<file path="src/rtl/exc_frame_pusher.sv">
module exc_frame_pusher (
  input  logic        clk,
  input  logic        rst_n,
  input  logic        start,
  input  logic [7:0]  vector,
  input  logic [1:0]  src_kind,
  input  logic        priv_change,
  input  logic        gate32,
  input  logic [15:0] old_ss,
  input  logic [31:0] old_esp,
  input  logic [31:0] new_esp,
  input  logic [31:0] eflags,
  input  logic [15:0] old_cs,
  input  logic [31:0] cur_eip,
  input  logic [31:0] next_eip,
  input  logic        err_ext,
  input  logic        err_idt,
  input  logic        err_ti,
  input  logic [12:0] err_index,
  output logic        wr_valid,
  input  logic        wr_ready,
  output logic [31:0] wr_addr,
  output logic [31:0] wr_data,
  output logic        wr_dword,
  output logic        done,
  output logic [31:0] final_esp
);
  localparam logic [2:0] ST_SS  = 3'd0;
  localparam logic [2:0] ST_ESP = 3'd1;
  localparam logic [2:0] ST_FL  = 3'd2;
  localparam logic [2:0] ST_CS  = 3'd3;
  localparam logic [2:0] ST_IP  = 3'd4;
  localparam logic [2:0] ST_ERR = 3'd5;

  logic [2:0]  stage;
  logic [31:0] sp;
  logic [15:0] l_ss, l_cs;
  logic [31:0] l_esp, l_fl, l_ip, l_err;
  logic        l_has_err, l_d32;

  logic        has_err, resume_next, last, take;
  logic [31:0] err_word, raw, base, step_in, step;

  always_comb begin
    case (vector)
      8'd8, 8'd10, 8'd11, 8'd12, 8'd13, 8'd14, 8'd17: has_err = (src_kind == 2'd0);
      default: has_err = 1'b0;
    endcase
  end

  assign resume_next = (src_kind != 2'd0) || vector == 8'd1 || vector == 8'd3 || vector == 8'd4;
  assign err_word    = (vector == 8'd8) ? 32'd0 : {16'd0, err_index, err_ti, err_idt, err_ext};
  assign base        = priv_change ? new_esp : old_esp;
  assign step_in     = gate32 ? 32'd4 : 32'd2;
  assign step        = l_d32 ? 32'd4 : 32'd2;
  assign take        = wr_valid && wr_ready;
  assign last        = (stage == ST_ERR) || (stage == ST_IP && !l_has_err);

  always_ff @(posedge clk) begin
    if (!rst_n) begin
      wr_valid  <= 1'b0;
      done      <= 1'b0;
      stage     <= ST_FL;
      sp        <= 32'd0;
      final_esp <= 32'd0;
      l_ss <= 16'd0; l_cs <= 16'd0;
      l_esp <= 32'd0; l_fl <= 32'd0; l_ip <= 32'd0; l_err <= 32'd0;
      l_has_err <= 1'b0; l_d32 <= 1'b1;
    end else begin
      done <= 1'b0;
      if (!wr_valid) begin
        if (start) begin
          wr_valid  <= 1'b1;
          stage     <= priv_change ? ST_SS : ST_FL;
          sp        <= base - step_in;
          l_ss      <= old_ss;
          l_cs      <= old_cs;
          l_esp     <= old_esp;
          l_fl      <= eflags;
          l_ip      <= resume_next ? next_eip : cur_eip;
          l_err     <= err_word;
          l_has_err <= has_err;
          l_d32     <= gate32;
        end
      end else if (take) begin
        if (last) begin
          wr_valid  <= 1'b0;
          done      <= 1'b1;
          final_esp <= sp;
        end else begin
          stage <= stage + 3'd1;
          sp    <= sp - step;
        end
      end
    end
  end

  always_comb begin
    case (stage)
      ST_SS:   raw = {16'd0, l_ss};
      ST_ESP:  raw = l_esp;
      ST_FL:   raw = l_fl;
      ST_CS:   raw = {16'd0, l_cs};
      ST_IP:   raw = l_ip;
      default: raw = l_err;
    endcase
  end

  assign wr_addr  = sp;
  assign wr_data  = l_d32 ? raw : {16'd0, raw[15:0]};
  assign wr_dword = l_d32;


  stall_hold_chk: assert property (@(posedge clk) disable iff (!rst_n)
    (wr_valid && !wr_ready) |=> (wr_valid && $stable(wr_addr) && $stable(wr_data) && $stable(wr_dword)));


  sp_step_chk: assert property (@(posedge clk) disable iff (!rst_n)
    (wr_valid && wr_ready) |=> (!wr_valid || wr_addr == $past(wr_addr) - ($past(wr_dword) ? 32'd4 : 32'd2)));


  done_after_accept_chk: assert property (@(posedge clk) disable iff (!rst_n)
    done |-> ($past(wr_valid && wr_ready) && !wr_valid && final_esp == $past(wr_addr)));


  done_pulse_chk: assert property (@(posedge clk) disable iff (!rst_n)
    done |=> !done);


  narrow_data_chk: assert property (@(posedge clk) disable iff (!rst_n)
    (wr_valid && !wr_dword) |-> (wr_data[31:16] == 16'd0));
endmodule

</file>
<file path="config.mk">
export PLATFORM = sky130hd
export DESIGN_NAME = exc_frame_pusher
export DESIGN_NICKNAME = d
export VERILOG_FILES = /design/src/rtl/exc_frame_pusher.sv
export SDC_FILE = /design/constraint.sdc
export NUM_CORES = 1
export LEC_CHECK = 0
export BUFFER_PORTS_ARGS = -buffer_cell sky130_fd_sc_hd__buf_2
export CELL_PAD_IN_SITES_DETAIL_PLACEMENT = 2
export CELL_PAD_IN_SITES_GLOBAL_PLACEMENT = 2
export CORE_MARGIN = 4
export CORE_UTILIZATION = 29
export DETAILED_ROUTE_END_ITERATION = 16
export GPL_ROUTABILITY_DRIVEN = 0
export PLACE_DENSITY_LB_ADDON = 0.1
export SKIP_CTS_REPAIR_TIMING = 1
export SLEW_MARGIN = 40
export SYNTH_ARGS = -nofsm -noshare
export SYNTH_HDL_FRONTEND = slang
export SYNTH_SLANG_ARGS = --single-unit
</file>
<file path="constraint.sdc">
create_clock -name clk -period 5.84 [get_ports clk]
set_clock_uncertainty 0.2 [all_clocks]
set_input_delay 0.292 -clock clk [delete_from_list [all_inputs] [get_ports clk]]
set_output_delay 0.292 -clock clk [all_outputs]
set_load 0.05 [all_outputs]
</file>
==> out/qor.yml, run 1 <==
post-route-drc-count: 0
wl_per_cell_um: 23.4
grt_pass1_vias: 12042
synth_compound_area_share_pct: 24.3
synthAdderAreaFrac_pct: 1.42
synthCells: 1359
status: "finished with violations"
crit_path_start: "stage[0]"
violations: "hold timing"
drt_pass1_iterations: 5
leakage_nw: 6.47
cap_violations: 0
ios: 323
cp.required_ns: 5.35
first_iter_violations: 709
worstHoldPathCells: 3
reg2reg_from: "stage[0]"
crit_fanout: 18
cp-end-kind: "output port"
ctsLongestPathBuffers: 3
irDropWorstVdd_uv: 210
dieArea_sq_um: 40200
critPathKind: "reg2out"
fin_crit_sh_pct: 71.6
yosys.area_share.simple_pct: 21.2
fin_setup_tns_ns: 0
slew_violations: 0
clk_latency_ns: 0.55
muxShareOfSynthArea_pct: 6.50
cts_inserted_buffers: 26
numPortBuffers: 322
cp.arrival_ns: 3.69
area_delta_synth_final_pct: 43.9
synth_nets: 1594
grt_pass1_wl_mm: 73.2
power.density_nw_per_um2: 292
async_flop_share_pct: 0
synth_top_family_by_area: "compound AO/OA/AOI/OAI gates"
postLayoutCoreUtil_pct: 42.3
vias: 12282
clock-root-buffer: "clkbuf_16"
synth_flop_cell: "dfxtp_1"
synth_cell_types: 70
cts_max_level: 1
fp.dieH_um: 201
grt-ovfl-total: 0
synth_edf_count: 0
finalCriticalPeriod_ns: 4.18
critPathLaunchType: "register"
rsz0062_at_grt: "false"
reg2reg_depth: 9
grtUsageTotal_pct: 22.7
numClockSinks: 215
timing.slew.headroom_pct: 42.2
yosysWarnings: 0
min_from: "new_esp[0]"
synthXorXnorAreaFrac_pct: 1.79
dp_hpwl_mm: 35.6
ys_seq_area_share_pct: 40.1
wl_mm: 53.7
syn_area_per_cell_sq_um: 7.91
holdWs_ns: -0.0210
tightest_slew_ns: 0.866
grt_max_degree: 103
ys_seq_elements: 215
clk_pin_slew_ns: 0.06
finalSetupViolations: 0
hold_class: "in2reg"
cts_tree: "done"
drive_gt1_share_pct: 22.6
die_x_um: 201
ant_nets: 0
antenna_found_initial: 14
num_rows: 70
coreArea_sq_um: 36600
finalHoldViolCount: 2
start_util_pct: 29.4
max_freq_ghz: 0.239
routed_via_density: 5.35
synth.cell_area_sq_um: 10700
final_net_count: 2035
-- path summary, 6_finish.rpt --
kind	slack, ns	to
max reg2reg	2.61	wr_addr[25]
max	1.66	wr_data[21]
min reg2reg	0.26	final_esp[30]
min	-0.02	wr_addr[0]
-- state kept, by name, indices dropped and copies added, names as in the netlist, 3 cells and up --
name       cells
final_esp     32
l_esp         32
l_fl          32
l_ip          32
wr_addr       32
l_cs          16
l_err         16
l_ss          16
stage          3
-- layout make-up --
| cell class | instances | area, sq um |
|---|---|---|
| Tap cell | 468 | 586 |
| Clock inverter | 12 | 253 |
| Inverter | 14 | 60.1 |
| Timing Repair Buffer | 520 | 3540 |
| Sequential cell | 215 | 4310 |
| Antenna cell | 6 | 15.0 |
| Fill cell | 4082 | 21100 |
| Clock buffer | 36 | 748 |
| Multi-Input combinational cell | 1023 | 5960 |
-- worst max-delay path, cell delays in order, from the launching register on --
cell and delay [ns]:
dfxtp_1 0.35, inv_1 0.11, ha_1 0.64, nor2b_4 0.60, or4_1 0.22, nand2_1 0.46, a21oi_1 0.39, buf_2 0.33
-- Yosys cell counts, types with 20 or more instances --
master / count / area (sq um)
a21oi_1: 163 / 816
dfxtp_1: 215 / 4300
o21ai_0: 23 / 115
nor2_1: 91 / 342
o21a_1: 21 / 158
a22oi_1: 50 / 375
o211ai_1: 20 / 150
clkbuf_1: 90 / 338
nand2_1: 304 / 1140
mux2i_1: 63 / 631
nor3_1: 38 / 190
a211oi_1: 43 / 323
-- stage by stage --
| stage | power (mW) | area (sq um) | hold WS [ns] | setup slack [ns] | std cells |
|---|---|---|---|---|---|
| global route | 4.71 | 15500 | 0.00199 | 1.51 | 2292 |
| detailed placement | 2.51 | 12700 | 0.250 | 1.95 | 2060 |
| finish | 4.52 | 15500 | -0.0210 | 1.66 | 2294 |
| CTS | 4.44 | 13700 | -0.247 | 1.64 | 2108 |
| global placement | 2.49 | 12600 | 0.239 | 2.09 | 2060 |
| floorplan | 2.19 | 10700 | 0.228 | 1.70 | 1359 |
-- metal layers --
metal	share of wire, %	wire, um	track usage (%)
met1	45	24400	31.6
met2	47	25300	36.2
met3	5.3	2840	5.83
met4	2.0	1070	4.06
met5	0.19	104	0
-- report_power, final --
group,internal [mW],switching (mW),total (mW)
sequential,1.55,0.0911,1.64
clock,1.20,0.709,1.91
combinational,0.351,0.609,0.960
-- kinds of logic after synthesis --
group           count (synthesis)
compound gates                399
xor+xnor                       22
fa+ha+maj                      11
buf+inv                       121
flops                         215
mux                            69
simple gates                  522
-- cell usage in the layout, fill, tap and decap left out, drive strengths merged, types with 14 or more instances in the layout --
master / count
o21a: 21
dlygate4sd3: 178
or3: 15
mux2i: 63
inv: 14
o211ai: 20
a21oi: 164
xor2: 17
nor3: 39
a211oi: 43
clkbuf: 37
a222oi: 16
buf: 341
o21ai: 23
nor2: 91
a22oi: 50
nand2: 304
dfxtp: 215
Note: power is estimated with default switching activity, not from simulation.
==> run 2, diff against run 1 <==
==> constraint.sdc (replaced) <==
create_clock -name clk -period 4.15 [get_ports clk]
set_clock_uncertainty 0.2 [all_clocks]
set_input_delay 0.2075 -clock clk [delete_from_list [all_inputs] [get_ports clk]]
set_output_delay 0.2075 -clock clk [all_outputs]
set_load 0.05 [all_outputs]
==> run 2 against run 1 <==
The run still ends with hold timing left. First-iteration DRC count up 2.0%. Non-clock buffer count up 15. Die area is the same. Global-route usage fell by 0.56 points. Clock-buffer cell count unchanged. Combinational power up 43%. Largest cell class unchanged.
==> out/qor.yml, run 2 (same netlist as run 1, synthesis figures left out) <==
status: "finished with violations"
violations: "hold timing"
grt_max_degree: 173
coreArea_sq_um: 36600
dp.cells: 2064
antenna_found_initial: 8
numClockSinks: 215
wl_per_cell_um: 23.3
cts_tree: "done"
hold_class: "in2reg"
cp.depth: 8
grtUsageTotal_pct: 22.2
tightest_slew_ns: 0.886
path_delay_family: "simple AND/OR/NAND/NOR gates"
finalInstanceArea_sq_um: 15600
fin_cells: 2306
clk_pin_slew_ns: 0.06
fp.dieH_um: 201
critPathKind: "reg2out"
dp_hpwl_mm: 35.3
power.density_nw_per_um2: 399
ant_nets: 0
cap_violations: 0
slew_violations: 0
path_cells: "inv_1 > ha_1 > nor2b_2 > buf_4 > or4_1 > nand2_1 > a21oi_1 > buf_2"
irDropWorstVdd_uv: 288
num_rows: 70
layout_commonest_cell: "buf_2"
cts_max_level: 1
holdWs_ns: -0.0570
first_iter_violations: 723
clock-root-buffer: "clkbuf_16"
fin_crit_sh_pct: 94.7
drt_pass1_iterations: 6
worstHoldPathCells: 4
start_util_pct: 29.4
dieArea_sq_um: 40200
finalSetupViolations: 0
clk_latency_ns: 0.56
grt-ovfl-total: 0
cp.arrival_ns: 3.52
cts_inserted_buffers: 27
finalHoldViolCount: 6
vias: 12398
dpl_cell_area_sq_um: 12700
ctsLongestPathBuffers: 3
cp-end-kind: "output port"
numPortBuffers: 322
die_x_um: 201
drive_gt1_share_pct: 22.6
reg2reg_depth: 9
cp_slowest_cell: "ha_1"
final_net_count: 2051
grt_pass1_wl_mm: 71.3
crit_fanout: 18
wl_mm: 53.7
finalCriticalPeriod_ns: 3.93
grt_pass1_vias: 11675
path_buf_inv: 3
routed_via_density: 5.38
max_stage_delay_ns: 0.64
cp.required_ns: 3.74
ios: 323
critPathLaunchType: "register"
area_delta_synth_final_pct: 45.1
most-common-layout-cells: "322 x buf_2, 302 x nand2_1, 215 x dfxtp_1"
post-route-drc-count: 0
leakage_nw: 6.53
timing.slew.headroom_pct: 40.9
max_freq_ghz: 0.255
run 2: cell count changes in the layout (fill, tap and decap cells not counted), sizes merged:
cell / previous run / this run
bufinv: 7 / 4
diode: 6 / 1
dlygate4sd3: 178 / 189
buf: 341 / 345
inv: 14 / 15
clkinv: 4 / 8
run 2: cell type report:
class	instances	area, sq um
clock buffers	36	759
well taps	468	586
fillers	4087	21000
diodes	1	2.50
inverters	14	57.6
multi-input cells	1023	5950
clock inverters	14	188
repair buffers	535	3750
flip-flops and latches	215	4300
run 2: worst paths after layout:
path                       from             to  slack (ns)
hold / removal      new_esp[18]    wr_addr[18]       -0.06
setup / recovery       stage[0]    wr_data[18]        0.22
setup reg to reg       wr_dword    wr_addr[25]        1.10
hold reg to reg   final_esp[20]  final_esp[20]        0.26
run 2: worst reg2reg max path: cells and delay by family (launching register included):
family / cells / cell delay, ns
AND/OR/NAND/NOR: 3 / 0.94
flip-flops: 1 / 0.37
adder cells (fa/ha/maj): 2 / 0.71
buffers and inverters: 2 / 0.21
AO/OA/AOI/OAI: 2 / 0.50
run 2: through the flow:
step / TNS (ns) / worst slack, ns / hold WS (ns) / util (%) / power [mW]
finish: 0 / 0.222 / -0.0570 / 42.6 / 6.22
global route: -0.0108 / -0.0108 / -0.0190 / 42.6 / 6.49
CTS: 0 / 0.199 / -0.336 / 37.3 / 6.09
detailed placement: 0 / 0.655 / 0.251 / 34.8 / 3.54
global placement: 0 / 0.679 / 0.239 / 34.7 / 3.51
floorplan: 0 / 0.0984 / 0.143 / - / 3.08
run 2: routing by layer:
metal	GRT usage (%)	routed length (um)
met3	5.51	3010
met5	0	94
met4	3.44	676
met1	31.4	24100
met2	35.0	25900
run 2: power by group:
group | leakage, nW | internal (mW) | switching, mW | total (mW)
Combinational | 4.30 | 0.508 | 0.863 | 1.37
Clock | 0.471 | 1.54 | 1.00 | 2.54
Sequential | 1.76 | 2.18 | 0.128 | 2.31
